## src/rtl/pwc_pkg.sv

```systemverilog
// Shared types and helpers for the timed page commit engine.
// Assumes byte-wide array data.
package pwc_pkg;

    typedef logic [7:0] data_t;

    // True when the write-protect latch forbids the target half of the array.
    function automatic logic upper_blocked(input logic wp_q, input logic addr_msb);
        return wp_q && addr_msb;
    endfunction

endpackage

```

## src/rtl/pwc_page_buf.sv

```systemverilog
// Page buffer with one valid flag per offset.
// Stores received bytes while accept is high, discards everything on a start
// condition or at the end of a commit, and serves one offset for the commit scan.
// Assumes a start and a byte strobe never arrive in the same cycle (start wins if they do).
module pwc_page_buf
    import pwc_pkg::*;
#(
    parameter int PAGE_BYTES = 16,
    parameter int ROW_W      = 5,
    localparam int OFF_W     = $clog2(PAGE_BYTES)
) (
    input  logic             clk,
    input  logic             rst_n,
    input  logic             accept,
    input  logic             discard,
    input  logic             drop,
    input  logic             byte_we,
    input  logic [OFF_W-1:0] byte_off,
    input  data_t            byte_data,
    input  logic [ROW_W-1:0] row_in,
    input  logic [OFF_W-1:0] rd_idx,
    output data_t            rd_data,
    output logic             rd_valid,
    output logic             any_valid,
    output logic [ROW_W-1:0] row_q
);

    data_t                 data_q [PAGE_BYTES];
    logic [PAGE_BYTES-1:0] vld_q;

    for (genvar g = 0; g < PAGE_BYTES; g++) begin : g_slot
        // Capture one offset's byte and mark it pending.
        always_ff @(posedge clk) begin
            if (!rst_n) begin
                vld_q[g]  <= 1'b0;
                data_q[g] <= '0;
            end else if ((accept && discard) || drop) begin
                vld_q[g]  <= 1'b0;
            end else if (accept && byte_we && (byte_off == OFF_W'(g))) begin
                vld_q[g]  <= 1'b1;
                data_q[g] <= byte_data;
            end
        end
    end

    // Track the page row of the transaction in progress.
    always_ff @(posedge clk) begin
        if (!rst_n) begin
            row_q <= '0;
        end else if (accept && byte_we) begin
            row_q <= row_in;
        end
    end

    // Read port for the commit scan.
    always_comb begin
        rd_data   = data_q[rd_idx];
        rd_valid  = vld_q[rd_idx];
        any_valid = |vld_q;
    end

endmodule

```

## src/rtl/pwc_cycle_timer.sv

```systemverilog
// Fixed-length internal write cycle timer.
// busy rises the cycle after launch and stays high for exactly WR_CYCLES cycles.
// elapsed counts from zero in the first busy cycle. done marks the last busy cycle.
// Assumes launch is only asserted while busy is low.
module pwc_cycle_timer #(
    parameter int WR_CYCLES = 40,
    localparam int CNT_W    = $clog2(WR_CYCLES + 1)
) (
    input  logic             clk,
    input  logic             rst_n,
    input  logic             launch,
    output logic             busy,
    output logic [CNT_W-1:0] elapsed,
    output logic             done
);

    localparam logic [CNT_W-1:0] LAST = CNT_W'(WR_CYCLES - 1);

    // Run the busy window and its cycle count.
    always_ff @(posedge clk) begin
        if (!rst_n) begin
            busy    <= 1'b0;
            elapsed <= '0;
        end else if (launch && !busy) begin
            busy    <= 1'b1;
            elapsed <= '0;
        end else if (busy) begin
            if (elapsed == LAST) begin
                busy <= 1'b0;
            end else begin
                elapsed <= elapsed + 1'b1;
            end
        end
    end

    // Flag the final cycle of the window.
    always_comb begin
        done = busy && (elapsed == LAST);
    end

endmodule

```

## src/rtl/pwc_commit.sv

```systemverilog
// Commit stage: walks the offsets in the first PAGE_BYTES busy cycles and
// drives one array write per pending offset. Writes to the upper half are
// masked when write protect was high at launch.
// Assumes WR_CYCLES >= PAGE_BYTES, so the scan always completes.
module pwc_commit
    import pwc_pkg::*;
#(
    parameter int ADDR_W     = 9,
    parameter int PAGE_BYTES = 16,
    parameter int CNT_W      = 6,
    localparam int OFF_W     = $clog2(PAGE_BYTES),
    localparam int ROW_W     = ADDR_W - OFF_W
) (
    input  logic              clk,
    input  logic              rst_n,
    input  logic              launch,
    input  logic              wp,
    input  logic              busy,
    input  logic [CNT_W-1:0]  elapsed,
    input  logic              rd_valid,
    input  data_t             rd_data,
    input  logic [ROW_W-1:0]  row,
    output logic [OFF_W-1:0]  scan_idx,
    output logic              arr_we,
    output logic [ADDR_W-1:0] arr_addr,
    output data_t             arr_wdata
);

    logic wp_q;
    logic scanning;

    // Sample write protect when the cycle is launched.
    always_ff @(posedge clk) begin
        if (!rst_n) begin
            wp_q <= 1'b0;
        end else if (launch && !busy) begin
            wp_q <= wp;
        end
    end

    // Form the array write for the offset under scan.
    always_comb begin
        scanning  = busy && (32'(elapsed) < PAGE_BYTES);
        scan_idx  = elapsed[OFF_W-1:0];
        arr_addr  = {row, scan_idx};
        arr_wdata = rd_data;
        arr_we    = scanning && rd_valid && !upper_blocked(wp_q, row[ROW_W-1]);
    end

endmodule

```

## src/rtl/page_write_ctrl.sv

```systemverilog
// Timed page commit engine: buffers the bytes of a write transaction and
// commits them after the closing stop, inside a fixed busy window.
// Assumes single-cycle event pulses, a constant page row per transaction,
// no byte strobe in the same cycle as the stop, and WR_CYCLES >= PAGE_BYTES.
module page_write_ctrl
    import pwc_pkg::*;
#(
    parameter int ADDR_W     = 9,
    parameter int PAGE_BYTES = 16,
    parameter int WR_CYCLES  = 40,
    localparam int OFF_W     = $clog2(PAGE_BYTES),
    localparam int ROW_W     = ADDR_W - OFF_W,
    localparam int CNT_W     = $clog2(WR_CYCLES + 1)
) (
    input  logic              clk,
    input  logic              rst_n,
    input  logic              xfer_start,
    input  logic              byte_we,
    input  logic [OFF_W-1:0]  byte_off,
    input  logic [7:0]        byte_data,
    input  logic [ADDR_W-1:0] page_base,
    input  logic              xfer_stop,
    input  logic              wp,
    output logic              arr_we,
    output logic [ADDR_W-1:0] arr_addr,
    output logic [7:0]        arr_wdata,
    output logic              busy
);

    logic             launch;
    logic             done;
    logic             any_valid;
    logic             rd_valid;
    data_t            rd_data;
    logic [ROW_W-1:0] row_q;
    logic [OFF_W-1:0] scan_idx;
    logic [CNT_W-1:0] elapsed;

    // A stop with buffered data opens the write cycle.
    always_comb begin
        launch = xfer_stop && !busy && any_valid;
    end

    pwc_page_buf #(.PAGE_BYTES(PAGE_BYTES), .ROW_W(ROW_W)) u_buf (
        .clk       (clk),
        .rst_n     (rst_n),
        .accept    (!busy),
        .discard   (xfer_start),
        .drop      (done),
        .byte_we   (byte_we),
        .byte_off  (byte_off),
        .byte_data (byte_data),
        .row_in    (page_base[ADDR_W-1:OFF_W]),
        .rd_idx    (scan_idx),
        .rd_data   (rd_data),
        .rd_valid  (rd_valid),
        .any_valid (any_valid),
        .row_q     (row_q)
    );

    pwc_cycle_timer #(.WR_CYCLES(WR_CYCLES)) u_timer (
        .clk     (clk),
        .rst_n   (rst_n),
        .launch  (launch),
        .busy    (busy),
        .elapsed (elapsed),
        .done    (done)
    );

    pwc_commit #(.ADDR_W(ADDR_W), .PAGE_BYTES(PAGE_BYTES), .CNT_W(CNT_W)) u_commit (
        .clk       (clk),
        .rst_n     (rst_n),
        .launch    (launch),
        .wp        (wp),
        .busy      (busy),
        .elapsed   (elapsed),
        .rd_valid  (rd_valid),
        .rd_data   (rd_data),
        .row       (row_q),
        .scan_idx  (scan_idx),
        .arr_we    (arr_we),
        .arr_addr  (arr_addr),
        .arr_wdata (arr_wdata)
    );

endmodule

```

## config.mk

```make
export PLATFORM = sky130hd
export DESIGN_NAME = page_write_ctrl
export DESIGN_NICKNAME = d
export VERILOG_FILES = /design/src/rtl/pwc_pkg.sv /design/src/rtl/pwc_page_buf.sv /design/src/rtl/pwc_cycle_timer.sv /design/src/rtl/pwc_commit.sv /design/src/rtl/page_write_ctrl.sv
export SDC_FILE = /design/constraint.sdc
export NUM_CORES = 1
export LEC_CHECK = 0
export ABC_CLOCK_PERIOD_IN_PS = 4450
export BUFFER_PORTS_ARGS = -buffer_cell sky130_fd_sc_hd__clkbuf_2
export CORE_UTILIZATION = 34
export DETAILED_ROUTE_END_ITERATION = 7
export PLACE_DENSITY = 0.46
export SYNTH_ARGS = -nofsm -noshare
export SYNTH_HDL_FRONTEND = slang
export SYNTH_HIERARCHICAL = 1
export SYNTH_SLANG_ARGS = --single-unit
export TNS_END_PERCENT = 10
```

## constraint.sdc

```tcl
create_clock -name clk -period 4.45 [get_ports clk]
set_input_delay 0.445 -clock clk [delete_from_list [all_inputs] [get_ports clk]]
set_output_delay 0.445 -clock clk [all_outputs]
set_load 0.005 [all_outputs]
```

==> reports/qor.txt <==
Netlist cell types -> 48
largest net degree at the start of global routing -> 32
Crit path depth -> 6
worst hold stages -> 3
startpoint types -> flop
layout cell share with drive strength beyond 1 -> 0.193
fmax -> 324 MHz
reg2reg start -> u_timer/elapsed[1]$_SDFFE_PP0P_
placed insts -> 835
RR Endpoint -> u_buf/data_q[11][7]$_SDFFCE_PN0P_
Largest delay share family, worst path -> simple AND/OR/NAND/NOR gates
Critical Path Slowest Stage Cell -> nor2b_1
DR pass1 iterations -> 4
Mapped Cells -> 556
Die Span Y -> 148 um
Yosys warning total -> 6
Fin Setup TNS -> 0 ns
ANT cells -> 0
fin. max-slew vios -> 0
cts bufs inserted -> 17
outcome -> completed
area of the multi-input gates -> 2410 um2
final setup vio count -> 0
overall routing resource usage -> 0.180
vias per inst -> 5.27
FP Rows -> 52
PortBufs -> 41
total number of vias -> 4563
Worst EP required -> 4.01 ns
FF-to-FF setup slack -> 1.87 ns
core area -> 20500 um2
clock sink count -> 157
crit-path max FO -> 10
MaxCap Viol Count -> 0
Root Buffer -> clkbuf_16
Power Density -> 421 nW/um2
Worst Tran Pin Value -> 0.963 ns
Top FF cell, synth -> edfxtp_1
area grow syn2layout -> 13.7%
final wirelength -> 18700 um
most frequent cells in the layout -> 132 x nor2_1, 128 x edfxtp_1, 57 x nand2_1
leading cell type in the layout, fill and taps excluded -> nor2_1
crit path time final -> 3.08 ns
Post-DP HPWL -> 12100 um
Synth Register Bits -> 157
Synth Net Count -> 584
grt ovf -> 0
Slew Limit Headroom -> 0.357
CTS tree -> done
setup bufs post-CTS -> 0
worst skew pair latency -> 0.42 ns
period utilization -> 0.693
routed length per instance -> 21.5 um
I/O pin count -> 46
WP data arrival -> 2.64 ns
Crit path top cell by count -> nand2_1
Hold EP -> u_commit/wp_q$_SDFFE_PN0P_
die area -> 21800 um2
Synth Cell Area -> 7210 um2
Hold Path Class -> in -> reg
Post-DRT Antenna Nets -> 0
register area -> 4430 um2
GPL Wtd Cong -> 0.718
first-pass GRT wire length -> 28000 um
Synth Area per Inst -> 13.0 um2
fraction of registers with async set/reset -> 0
initial antenna violation count -> 0
Post-synth EDFFs -> 128
Iteration-0 DRC Markers -> 307
vias in the first global route -> 4667
worst setup path category -> reg -> out
sequential area share after synthesis -> 0.614
Hold Fails Final Rpt -> 0
R2R depth -> 7
slowest stage delay, CP -> 0.81 ns
die width -> 148 um
DR DRC count -> 0
htree depth -> 4
Max Buffers Root-to-Sink -> 2
Resized Gates After CTS -> 0
Worst Path Buf+Inv -> 1
Max IR drop VDD -> 0.306 mV
Leak -> 2.81 nW
hold buffer count at CTS -> 0
RSZ-0062 raised after global routing -> false
Initial Util -> 0.352
Final Skew -> 0.00972 ns
Final Power -> 3.45 mW
FILL cells -> 1984
crit-path cells -> nor2b_1 > a22oi_1 > nand2_1 > nand2_1 > a2111oi_2 > clkbuf_2
hold wc startpoint -> wp
CTS clk-pin slew, worst paths -> 0.06 ns
non-filler cells, final -> 866
Setup crit end kind -> output pin
nets -> 612
-- cell families (layout without fill, tap and decap cells) --
kind of cell | Yosys count | after routing | synth area share
simple gates | 233 | 233 | 0.139
flops | 157 | 157 | 0.614
compound gates | 68 | 68 | 0.0672
buf+inv | 59 | 99 | 0.0523
mux | 37 | 37 | 0.125
fa+ha+maj | 1 | 1 | 0.00174
xor+xnor | 1 | 1 | 0.00122
-- cell type report --
type | count | area share
flip-flops and latches | 157 | 0.540
clock inverters | 13 | 0.0241
inverters | 2 | 0.000916
repair buffers | 66 | 0.0479
clock buffers | 18 | 0.0524
well taps | 270 | 0.0412
multi-input cells | 340 | 0.293
-- synth_stat cells (all sizes together), types with 2 or more instances --
cell,instances,area share
a21boi,6,0.0062
a21oi,3,0.0021
a22oi,18,0.019
and2,2,0.0017
and2b,2,0.0023
and4b,2,0.0028
buf,35,0.037
clkbuf,21,0.013
dfxtp,29,0.081
edfxtp,128,0.53
inv,2,0.0010
mux4,36,0.12
nand2,57,0.030
nand3,13,0.0090
nand4,6,0.0052
nand4b,2,0.0024
nor2,132,0.069
nor2b,4,0.0035
nor4,4,0.0035
o2111ai,2,0.0024
o21ai,20,0.014
o2bb2ai,16,0.019
or3,2,0.0017
-- sequential cells by signal, summed over array words and instances (netlist names) --
name             count
u_timer/busy         1
u_buf/row_q          5
u_commit/wp_q        1
u_buf/vld_q         16
u_buf/data_q       128
u_timer/elapsed      6
-- metrics by stage --
| step | util | area [um2] | hold WS [ns] | setup WS [ns] |
|---|---|---|---|---|
| global route | 0.400 | 8200 | 0.269 | 1.20 |
| finish | 0.400 | 8200 | 0.243 | 1.37 |
| detailed placement | 0.369 | 7570 | 0.471 | 1.76 |
| floorplan | - | 7210 | 0.444 | 2.28 |
| CTS | 0.400 | 8200 | 0.232 | 1.30 |
| global placement | 0.369 | 7570 | 0.454 | 1.78 |
-- tightest hold or removal path, stage by stage --
cell and delay [ns]:
clkbuf_2 0.08, nand2_1 0.04, mux2i_1 0.05
-- metal layers --
layer  track usage  vias to the layer above  part of all wire
met3        0.0355                       22             0.045
met5             0                        -                 0
met1         0.224                     2319              0.42
met2         0.310                      108              0.51
met4        0.0670                        0             0.020
li1              -                     2114                 -
-- worst max-delay path by stage --
stage | from | end | slack [ns]
detailed placement | u_timer/elapsed[3]$_SDFFE_PP0P_ | arr_we | 1.76
global route | u_timer/elapsed[3]$_SDFFE_PP0P_ | arr_we | 1.20
finish | u_timer/elapsed[3]$_SDFFE_PP0P_ | arr_we | 1.37
global placement | u_timer/elapsed[3]$_SDFFE_PP0P_ | arr_we | 1.78
floorplan | u_timer/elapsed[1]$_SDFFE_PP0P_ | arr_we | 2.28
CTS | u_timer/elapsed[3]$_SDFFE_PP0P_ | arr_we | 1.30
-- where the power goes --
group          internal, mW  switching (mW)  leakage (nW)
Sequential             1.64          0.0175          1.56
Combinational        0.0901           0.151         0.956
Clock                 0.985           0.567         0.295
Total                  2.71           0.736          2.81
No activity file was read; power rests on OpenSTA's default activity.
